--- src/rtl/gtp_pkg.sv ---
package gtp_pkg;

    localparam int GTP_CNT_W = 16;

    typedef enum logic [1:0] {
        ST_RESET = 2'd0,
        ST_STOP  = 2'd1,
        ST_RUN   = 2'd2
    } tmr_state_e;

    // offsets inside one timer window of the register map
    localparam logic [2:0] OFS_MODE = 3'd1;
    localparam logic [2:0] OFS_REF  = 3'd2;
    localparam logic [2:0] OFS_CNT  = 3'd3;
    localparam logic [2:0] OFS_CAP  = 3'd4;
    localparam logic [2:0] OFS_EVT  = 3'd5;

endpackage

--- src/rtl/gtp_sync.sv ---
module gtp_sync #(
    parameter logic IDLE = 1'b0
) (
    input  logic clk,
    input  logic rst_n,
    input  logic din,
    output logic lvl,
    output logic lvl_d
);
    logic [2:0] sh;

    always_ff @(posedge clk or negedge rst_n) begin
        if (!rst_n) sh <= {3{IDLE}};
        else        sh <= {sh[1:0], din};
    end

    assign lvl   = sh[1];
    assign lvl_d = sh[2];
endmodule

--- src/rtl/gtp_timer.sv ---
module gtp_timer
    import gtp_pkg::*;
#(
    parameter int CNT_W = GTP_CNT_W
) (
    input  logic             clk,
    input  logic             rst_n,
    input  logic             cfg_en,
    input  logic             cfg_stop,
    input  logic             cfg_gmode,
    input  logic             gate_n,
    input  logic             cap_in,
    input  logic             wr_mode,
    input  logic             wr_ref,
    input  logic             wr_evt,
    input  logic [CNT_W-1:0] wdata,
    output logic             mode_q,
    output logic [CNT_W-1:0] ref_q,
    output logic [CNT_W-1:0] cnt_q,
    output logic [CNT_W-1:0] cap_q,
    output logic [1:0]       evt_q
);
    tmr_state_e state, state_nx;
    logic hold_clr, active;
    logic gate_lvl, gate_lvl_d, cap_lvl, cap_lvl_d;
    logic gate_fall, cap_rise, restart, step, ref_hit, cap_hit;

    gtp_sync #(.IDLE(1'b1)) u_gate_sync (
        .clk(clk), .rst_n(rst_n), .din(gate_n), .lvl(gate_lvl), .lvl_d(gate_lvl_d));
    gtp_sync #(.IDLE(1'b0)) u_cap_sync (
        .clk(clk), .rst_n(rst_n), .din(cap_in), .lvl(cap_lvl), .lvl_d(cap_lvl_d));

    assign gate_fall = gate_lvl_d & ~gate_lvl;
    assign cap_rise  = cap_lvl & ~cap_lvl_d;

    // next-state selection from configuration
    always_comb begin
        if (!cfg_en)      state_nx = ST_RESET;
        else if (cfg_stop) state_nx = ST_STOP;
        else               state_nx = ST_RUN;
    end

    // state register
    always_ff @(posedge clk or negedge rst_n) begin
        if (!rst_n) state <= ST_RESET;
        else        state <= state_nx;
    end

    // state outputs
    always_comb begin
        hold_clr = 1'b0;
        active   = 1'b0;
        unique case (state)
            ST_RESET: hold_clr = 1'b1;
            ST_STOP:  active   = 1'b0;
            ST_RUN:   active   = 1'b1;
            default:  hold_clr = 1'b1;
        endcase
    end

    assign restart = active & ~cfg_gmode & gate_fall;
    assign step    = active & ~gate_lvl & ~restart;
    assign ref_hit = step & (cnt_q == ref_q);
    assign cap_hit = active & cap_rise;

    always_ff @(posedge clk or negedge rst_n) begin
        if (!rst_n) begin
            cnt_q <= '0;
        end else if (hold_clr || restart) begin
            cnt_q <= '0;
        end else if (step) begin
            cnt_q <= (ref_hit && mode_q) ? '0 : cnt_q + 1'b1;
        end
    end

    always_ff @(posedge clk or negedge rst_n) begin
        if (!rst_n) begin
            mode_q <= 1'b0;
            ref_q  <= '0;
            cap_q  <= '0;
            evt_q  <= '0;
        end else if (hold_clr) begin
            mode_q <= 1'b0;
            ref_q  <= '0;
            cap_q  <= '0;
            evt_q  <= '0;
        end else begin
            if (wr_mode) mode_q <= wdata[0];
            if (wr_ref)  ref_q  <= wdata;
            if (cap_hit) cap_q  <= cnt_q;
            evt_q <= (evt_q & ~(wr_evt ? wdata[1:0] : 2'b00)) | {cap_hit, ref_hit};
        end
    end

    // ---------------- assertions ----------------
    assert_hold_gate_high_R2: assert property (@(posedge clk) disable iff (!rst_n)
        (state == ST_RUN && gate_lvl) |=> $stable(cnt_q));

    assert_restart_zero_R3: assert property (@(posedge clk) disable iff (!rst_n)
        (state == ST_RUN && !cfg_gmode && gate_fall) |=> (cnt_q == '0));

    assert_plain_keeps_R4: assert property (@(posedge clk) disable iff (!rst_n)
        (state == ST_RUN && cfg_gmode && gate_fall && !(mode_q && cnt_q == ref_q))
        |=> (cnt_q == $past(cnt_q) + 1'b1));

    assert_reset_clear_R5: assert property (@(posedge clk) disable iff (!rst_n)
        (state == ST_RESET) |=> (cnt_q == '0 && ref_q == '0 && cap_q == '0
                                 && evt_q == 2'b00 && !mode_q));

    assert_stop_freeze_R6: assert property (@(posedge clk) disable iff (!rst_n)
        (state == ST_STOP) |=> ($stable(cnt_q) && $stable(cap_q)));

    assert_ref_event_R7: assert property (@(posedge clk) disable iff (!rst_n)
        (state == ST_RUN && !gate_lvl && !gate_fall && cnt_q == ref_q) |=> evt_q[0]);

    assert_capture_R9: assert property (@(posedge clk) disable iff (!rst_n)
        (state == ST_RUN && cap_rise) |=> (cap_q == $past(cnt_q) && evt_q[1]));

    assert_wrap_R10: assert property (@(posedge clk) disable iff (!rst_n)
        (step && cnt_q == {CNT_W{1'b1}} && !(mode_q && ref_q == cnt_q)) |=> (cnt_q == '0));
endmodule

--- src/rtl/gated_timer_pair.sv ---
module gated_timer_pair
    import gtp_pkg::*;
#(
    parameter int NUM_TMR = 2,
    parameter int CNT_W   = GTP_CNT_W,
    parameter int ADDR_W  = 4
) (
    input  logic              clk,
    input  logic              rst_n,
    input  logic              reg_we,
    input  logic [ADDR_W-1:0] reg_addr,
    input  logic [CNT_W-1:0]  reg_wdata,
    output logic [CNT_W-1:0]  reg_rdata,
    input  logic [NUM_TMR-1:0] gate_n,
    input  logic [NUM_TMR-1:0] cap_in
);
    localparam int TSEL_W = ADDR_W - 3;
    localparam int CFG_W  = 4 * NUM_TMR;

    function automatic logic [CFG_W-1:0] make_cfg_mask();
        logic [CFG_W-1:0] m;
        m = '0;
        for (int t = 0; t < NUM_TMR; t++) m[4*t +: 3] = 3'b111;
        return m;
    endfunction

    localparam logic [CFG_W-1:0] CFG_MASK = make_cfg_mask();

    logic [CFG_W-1:0]  cfg_q;
    logic [TSEL_W-1:0] sel_t;
    logic [2:0]        ofs;
    logic [NUM_TMR-1:0] mode_a;
    logic [CNT_W-1:0]  ref_a [NUM_TMR];
    logic [CNT_W-1:0]  cnt_a [NUM_TMR];
    logic [CNT_W-1:0]  cap_a [NUM_TMR];
    logic [1:0]        evt_a [NUM_TMR];

    assign sel_t = reg_addr[ADDR_W-1:3];
    assign ofs   = reg_addr[2:0];

    always_ff @(posedge clk or negedge rst_n) begin
        if (!rst_n)
            cfg_q <= '0;
        else if (reg_we && reg_addr == '0)
            cfg_q <= reg_wdata[CFG_W-1:0] & CFG_MASK;
    end

    for (genvar t = 0; t < NUM_TMR; t++) begin : g_tmr
        logic hit;
        assign hit = reg_we && (sel_t == TSEL_W'(t));
        gtp_timer #(.CNT_W(CNT_W)) u_tmr (
            .clk      (clk),
            .rst_n    (rst_n),
            .cfg_en   (cfg_q[4*t]),
            .cfg_stop (cfg_q[4*t+1]),
            .cfg_gmode(cfg_q[4*t+2]),
            .gate_n   (gate_n[t]),
            .cap_in   (cap_in[t]),
            .wr_mode  (hit && ofs == OFS_MODE),
            .wr_ref   (hit && ofs == OFS_REF),
            .wr_evt   (hit && ofs == OFS_EVT),
            .wdata    (reg_wdata),
            .mode_q   (mode_a[t]),
            .ref_q    (ref_a[t]),
            .cnt_q    (cnt_a[t]),
            .cap_q    (cap_a[t]),
            .evt_q    (evt_a[t])
        );
    end

    always_comb begin
        reg_rdata = '0;
        if (reg_addr == '0) begin
            reg_rdata = CNT_W'(cfg_q);
        end else begin
            for (int t = 0; t < NUM_TMR; t++) begin
                if (sel_t == TSEL_W'(t)) begin
                    case (ofs)
                        OFS_MODE: reg_rdata = CNT_W'(mode_a[t]);
                        OFS_REF:  reg_rdata = ref_a[t];
                        OFS_CNT:  reg_rdata = cnt_a[t];
                        OFS_CAP:  reg_rdata = cap_a[t];
                        OFS_EVT:  reg_rdata = CNT_W'(evt_a[t]);
                        default:  reg_rdata = '0;
                    endcase
                end
            end
        end
    end

    assert_cfg_reset_R1: assert property (@(posedge clk)
        !rst_n |=> (cfg_q == '0 || !rst_n));
endmodule

--- config.mk ---
export PLATFORM = sky130hd
export DESIGN_NAME = gated_timer_pair
export DESIGN_NICKNAME = d
export VERILOG_FILES = /design/src/rtl/gtp_pkg.sv /design/src/rtl/gtp_sync.sv /design/src/rtl/gtp_timer.sv /design/src/rtl/gated_timer_pair.sv
export SDC_FILE = /design/constraint.sdc
export NUM_CORES = 1
export LEC_CHECK = 0
export BUFFER_PORTS_ARGS = -buffer_cell sky130_fd_sc_hd__buf_2
export CAP_MARGIN = 40
export CORE_ASPECT_RATIO = 1.5
export CORE_MARGIN = 8
export CORE_UTILIZATION = 55
export DETAILED_ROUTE_END_ITERATION = 10
export GPL_TIMING_DRIVEN = 0
export PLACE_DENSITY = 0.78
export SKIP_LAST_GASP = 1
export SLEW_MARGIN = 30
export SYNTH_ARGS = -nofsm -noshare
export SYNTH_HDL_FRONTEND = slang
export SYNTH_SLANG_ARGS = --single-unit
--- constraint.sdc ---
create_clock -name clk -period 2.1 [get_ports clk]
set_input_delay 0.42 -clock clk [delete_from_list [all_inputs] [get_ports clk]]
set_output_delay 0.42 -clock clk [all_outputs]
set_load 0.02 [all_outputs]
==> results.cfg <==
[status]
status = complete, but fails checks
violations = negative setup slack

[yosys]
ys_seq_area_frac = 0.476
synthArstFlopShare = 1.00
synthFlopType = dfrtp_1
ys.warnings.count = 0
synth_nets = 733
mappedNetlistArea_mm2 = 0.00653
synth-seq-cells = 124
synth_edf_count = 0
avgSynthCellArea_um2 = 9.31
synth.distinct_cells = 55
syn_inst = 702

[clock_tree]
cts-root-buf = clkbuf_16
clk_latency_ns = 0.42
cts_tree = done
cts.path.max_buffers = 2
path_clk_slew_ns = 0.06
cts_num_sinks = 124
htreeDepth = 4
cts_buffers = 17

[worst_setup_path]
cp_data_required_time_ns = 1.68
cp-startpoint = g_tmr[1].u_tmr.evt_q[0]
r2r-end = g_tmr[1].u_tmr.cnt_q[14]
crit_type = reg -> out
reg2reg_depth = 8
path_max_fanout = 2
cp-end-kind = output port
cp.arrival_ns = 1.79
cpMaxStageDelayCell = dfrtp_1
worstPathCellList = mux2i_1, nor2_1, a221o_1, a21oi_2, o21ai_2, buf_4
rrSetupSlack_ns = -0.11
crit_path_start_kind = register
r2r_start = g_tmr[1].u_tmr.ref_q[3]
max_stage_delay_ns = 0.39

[final_layout]
drive_gt1_frac = 0.316
insertedDiodeCount = 0
fillers = 832
fin_area_mm2 = 0.00854
area_delta_synth_final_pct = 30.7
nets = 823

[global_route]
track_usage = 0.271
grt_antenna_before_repair = 0
gr-total-overflow = 0
grt_max_degree = 66
grt_pass1_wl_mm = 32.9
grt_pass1_vias = 6133

[routing]
dr.pass1.iters = 8
drc_errors = 0
vias = 6079
viasPerCell = 6.35
detail-route-antenna-nets = 0
drtIter0Drc = 558
wl_per_cell_um = 22.7
wirelength_mm = 21.7

[sta]
setup-violations-final = 23
drv_slew = 0
final-hold-violation-count = 0
totalNegativeSetupSlack_ns = -1.39
max-slew-margin-rel = 0.479
fin_ws_ns = -0.111
fin_hold_ws_ns = 0.0942
worst_slew_pin_slew_ns = 0.776
rsz0062_at_grt = true
max_freq_mhz = 452
period_needed_ns = 2.21
fin_skew_ns = 0.0122
fin_crit_sh = 1.05

[place]
dpl-instance-area_mm2 = 0.00706
hpwl_mm = 14.7
portBuffers = 39
finalWeightedCongestion = 0.935
preCtsSetupSlack_ns = -0.729

[hold_path]
hold_start = gate_n[0]
hp-class = in -> reg
whs_endpoint = g_tmr[0].u_tmr.u_gate_sync.sh[0]
hold_depth = 1

[floorplanning]
std_cell_rows = 49
core_area_mm2 = 0.0118
dieArea_mm2 = 0.0157
chipHeight_um = 149
io_pins = 43
die_x_um = 105
start_util = 0.555

[power_and_ir_drop]
vdd_drop_max_mv = 0.682
p_leak_uw = 0.00361
power_density_mw_per_mm2 = 784
total_power_uw = 6700

[job]
drv_cap = 0
[synthesized netlist by cell type, types with 3 or more instances]
master | instances | share of area
a211o_1 | 7 | 0.0094
a211oi_1 | 14 | 0.016
a21o_1 | 3 | 0.0034
a21oi_1 | 65 | 0.050
a221oi_1 | 6 | 0.0080
a22o_1 | 35 | 0.047
a22oi_1 | 11 | 0.013
a31oi_1 | 6 | 0.0057
and2_1 | 4 | 0.0038
and3_1 | 7 | 0.0067
buf_2 | 6 | 0.0046
buf_6 | 5 | 0.0086
clkbuf_1 | 38 | 0.022
dfrtp_1 | 118 | 0.45
dfstp_2 | 6 | 0.024
ha_1 | 4 | 0.0077
inv_1 | 11 | 0.0063
mux2_2 | 6 | 0.010
mux2i_1 | 9 | 0.014
nand2_1 | 110 | 0.063
nand2b_1 | 6 | 0.0057
nand3_1 | 20 | 0.015
nand4_1 | 12 | 0.011
nor2_1 | 54 | 0.031
nor2b_1 | 5 | 0.0048
nor3_1 | 7 | 0.0054
o211ai_1 | 5 | 0.0057
o21ai_0 | 23 | 0.018
o22ai_1 | 13 | 0.012
or4_1 | 3 | 0.0034
xnor2_1 | 29 | 0.039
xor2_1 | 25 | 0.034
[flip-flops by register name, indices dropped and copies added (netlist names)]
signal / flops
cfg_q: 6
g_tmr.u_tmr.cap_q: 32
g_tmr.u_tmr.cnt_q: 32
g_tmr.u_tmr.evt_q: 4
g_tmr.u_tmr.mode_q: 2
g_tmr.u_tmr.ref_q: 32
g_tmr.u_tmr.state: 4
g_tmr.u_tmr.u_cap_sync.sh: 6
g_tmr.u_tmr.u_gate_sync.sh: 6
[per-layer routing]
metal / share of wire / vias to the layer above / track usage / routed length (um)
met2: 0.53 / 302 / 0.468 / 11400
met4: 0.063 / 0 / 0.191 / 1370
met3: 0.047 / 101 / 0.0444 / 1030
met1: 0.36 / 2997 / 0.298 / 7920
met5: 0 / - / 0 / 0
li1: - / 2679 / - / -
[critical path, delay by kind of cell (launching register included)]
kind / cells / cell delay [ns]
and+or+nand+nor: 1 / 0.08
AOI/OAI and AO/OA: 3 / 0.53
muxes: 1 / 0.21
DFF: 1 / 0.39
buffers and inverters: 1 / 0.16
[where the power goes]
group / switching (uW) / internal [uW]
logic: 889 / 460
clock network: 1120 / 1690
registers: 65.1 / 2470
[cell families after synthesis]
| logic type | after synthesis | share of synthesized area |
|---|---|---|
| adder cells (fa/ha/maj) | 4 | 0.00766 |
| flip-flops | 124 | 0.476 |
| AND/OR/NAND/NOR | 241 | 0.169 |
| multiplexers | 15 | 0.0241 |
| buffers and inverters | 66 | 0.0473 |
| XOR/XNOR | 54 | 0.0724 |
| AO/OA/AOI/OAI | 198 | 0.204 |
[through the flow]
stage,util,std cells
finish,0.725,958
global route,0.725,958
CTS,0.693,940
detailed placement,0.599,895
global placement,0.596,894
floorplan,-,702
[cell usage in the layout (no fill, tap or decap), types with 14 or more instances in the layout]
cell,n
dfrtp_1,109
nand2_1,108
a21oi_1,55
buf_4,39
a22o_1,35
nor2_1,34
buf_2,31
xnor2_1,29
xor2_1,24
nand3_1,20
clkbuf_16,19
buf_6,16
o21ai_0,14
[area by class of cell]
type,instances,area [um2],share of cell area
buffer,45,389,0.0456
clock buffer,19,453,0.0530
clock inverter,13,119,0.0139
inverter,13,68.8,0.00806
multi-input combinational,513,3590,0.421
sequential,124,3120,0.366
tap,153,191,0.0224
timing repair buffer,78,604,0.0708
[how the worst max path moves through the flow]
stage | endpoint | slack [ns] | depth (start not counted)
floorplan | reg_rdata[1] | 0.01 | 6
global placement | g_tmr[0].u_tmr.u_cap_sync.sh[0] | -0.88 | 1
detailed placement | reg_rdata[5] | -0.73 | 9
CTS | reg_rdata[5] | -0.13 | 7
global route | g_tmr[1].u_tmr.cnt_q[14] | -0.18 | 8
finish | reg_rdata[0] | -0.11 | 6
[repair_timing]
action                     in CTS  in global routing
hold endpoints to repair       56                  0
setup buffers                  14                 18
pin swaps                      24                 27
hold buffers                    1                  0
gates resized for setup       114                 77
setup endpoints to repair      70                 72
cloned                          3                  1
Power figures use the tool's default switching activity.
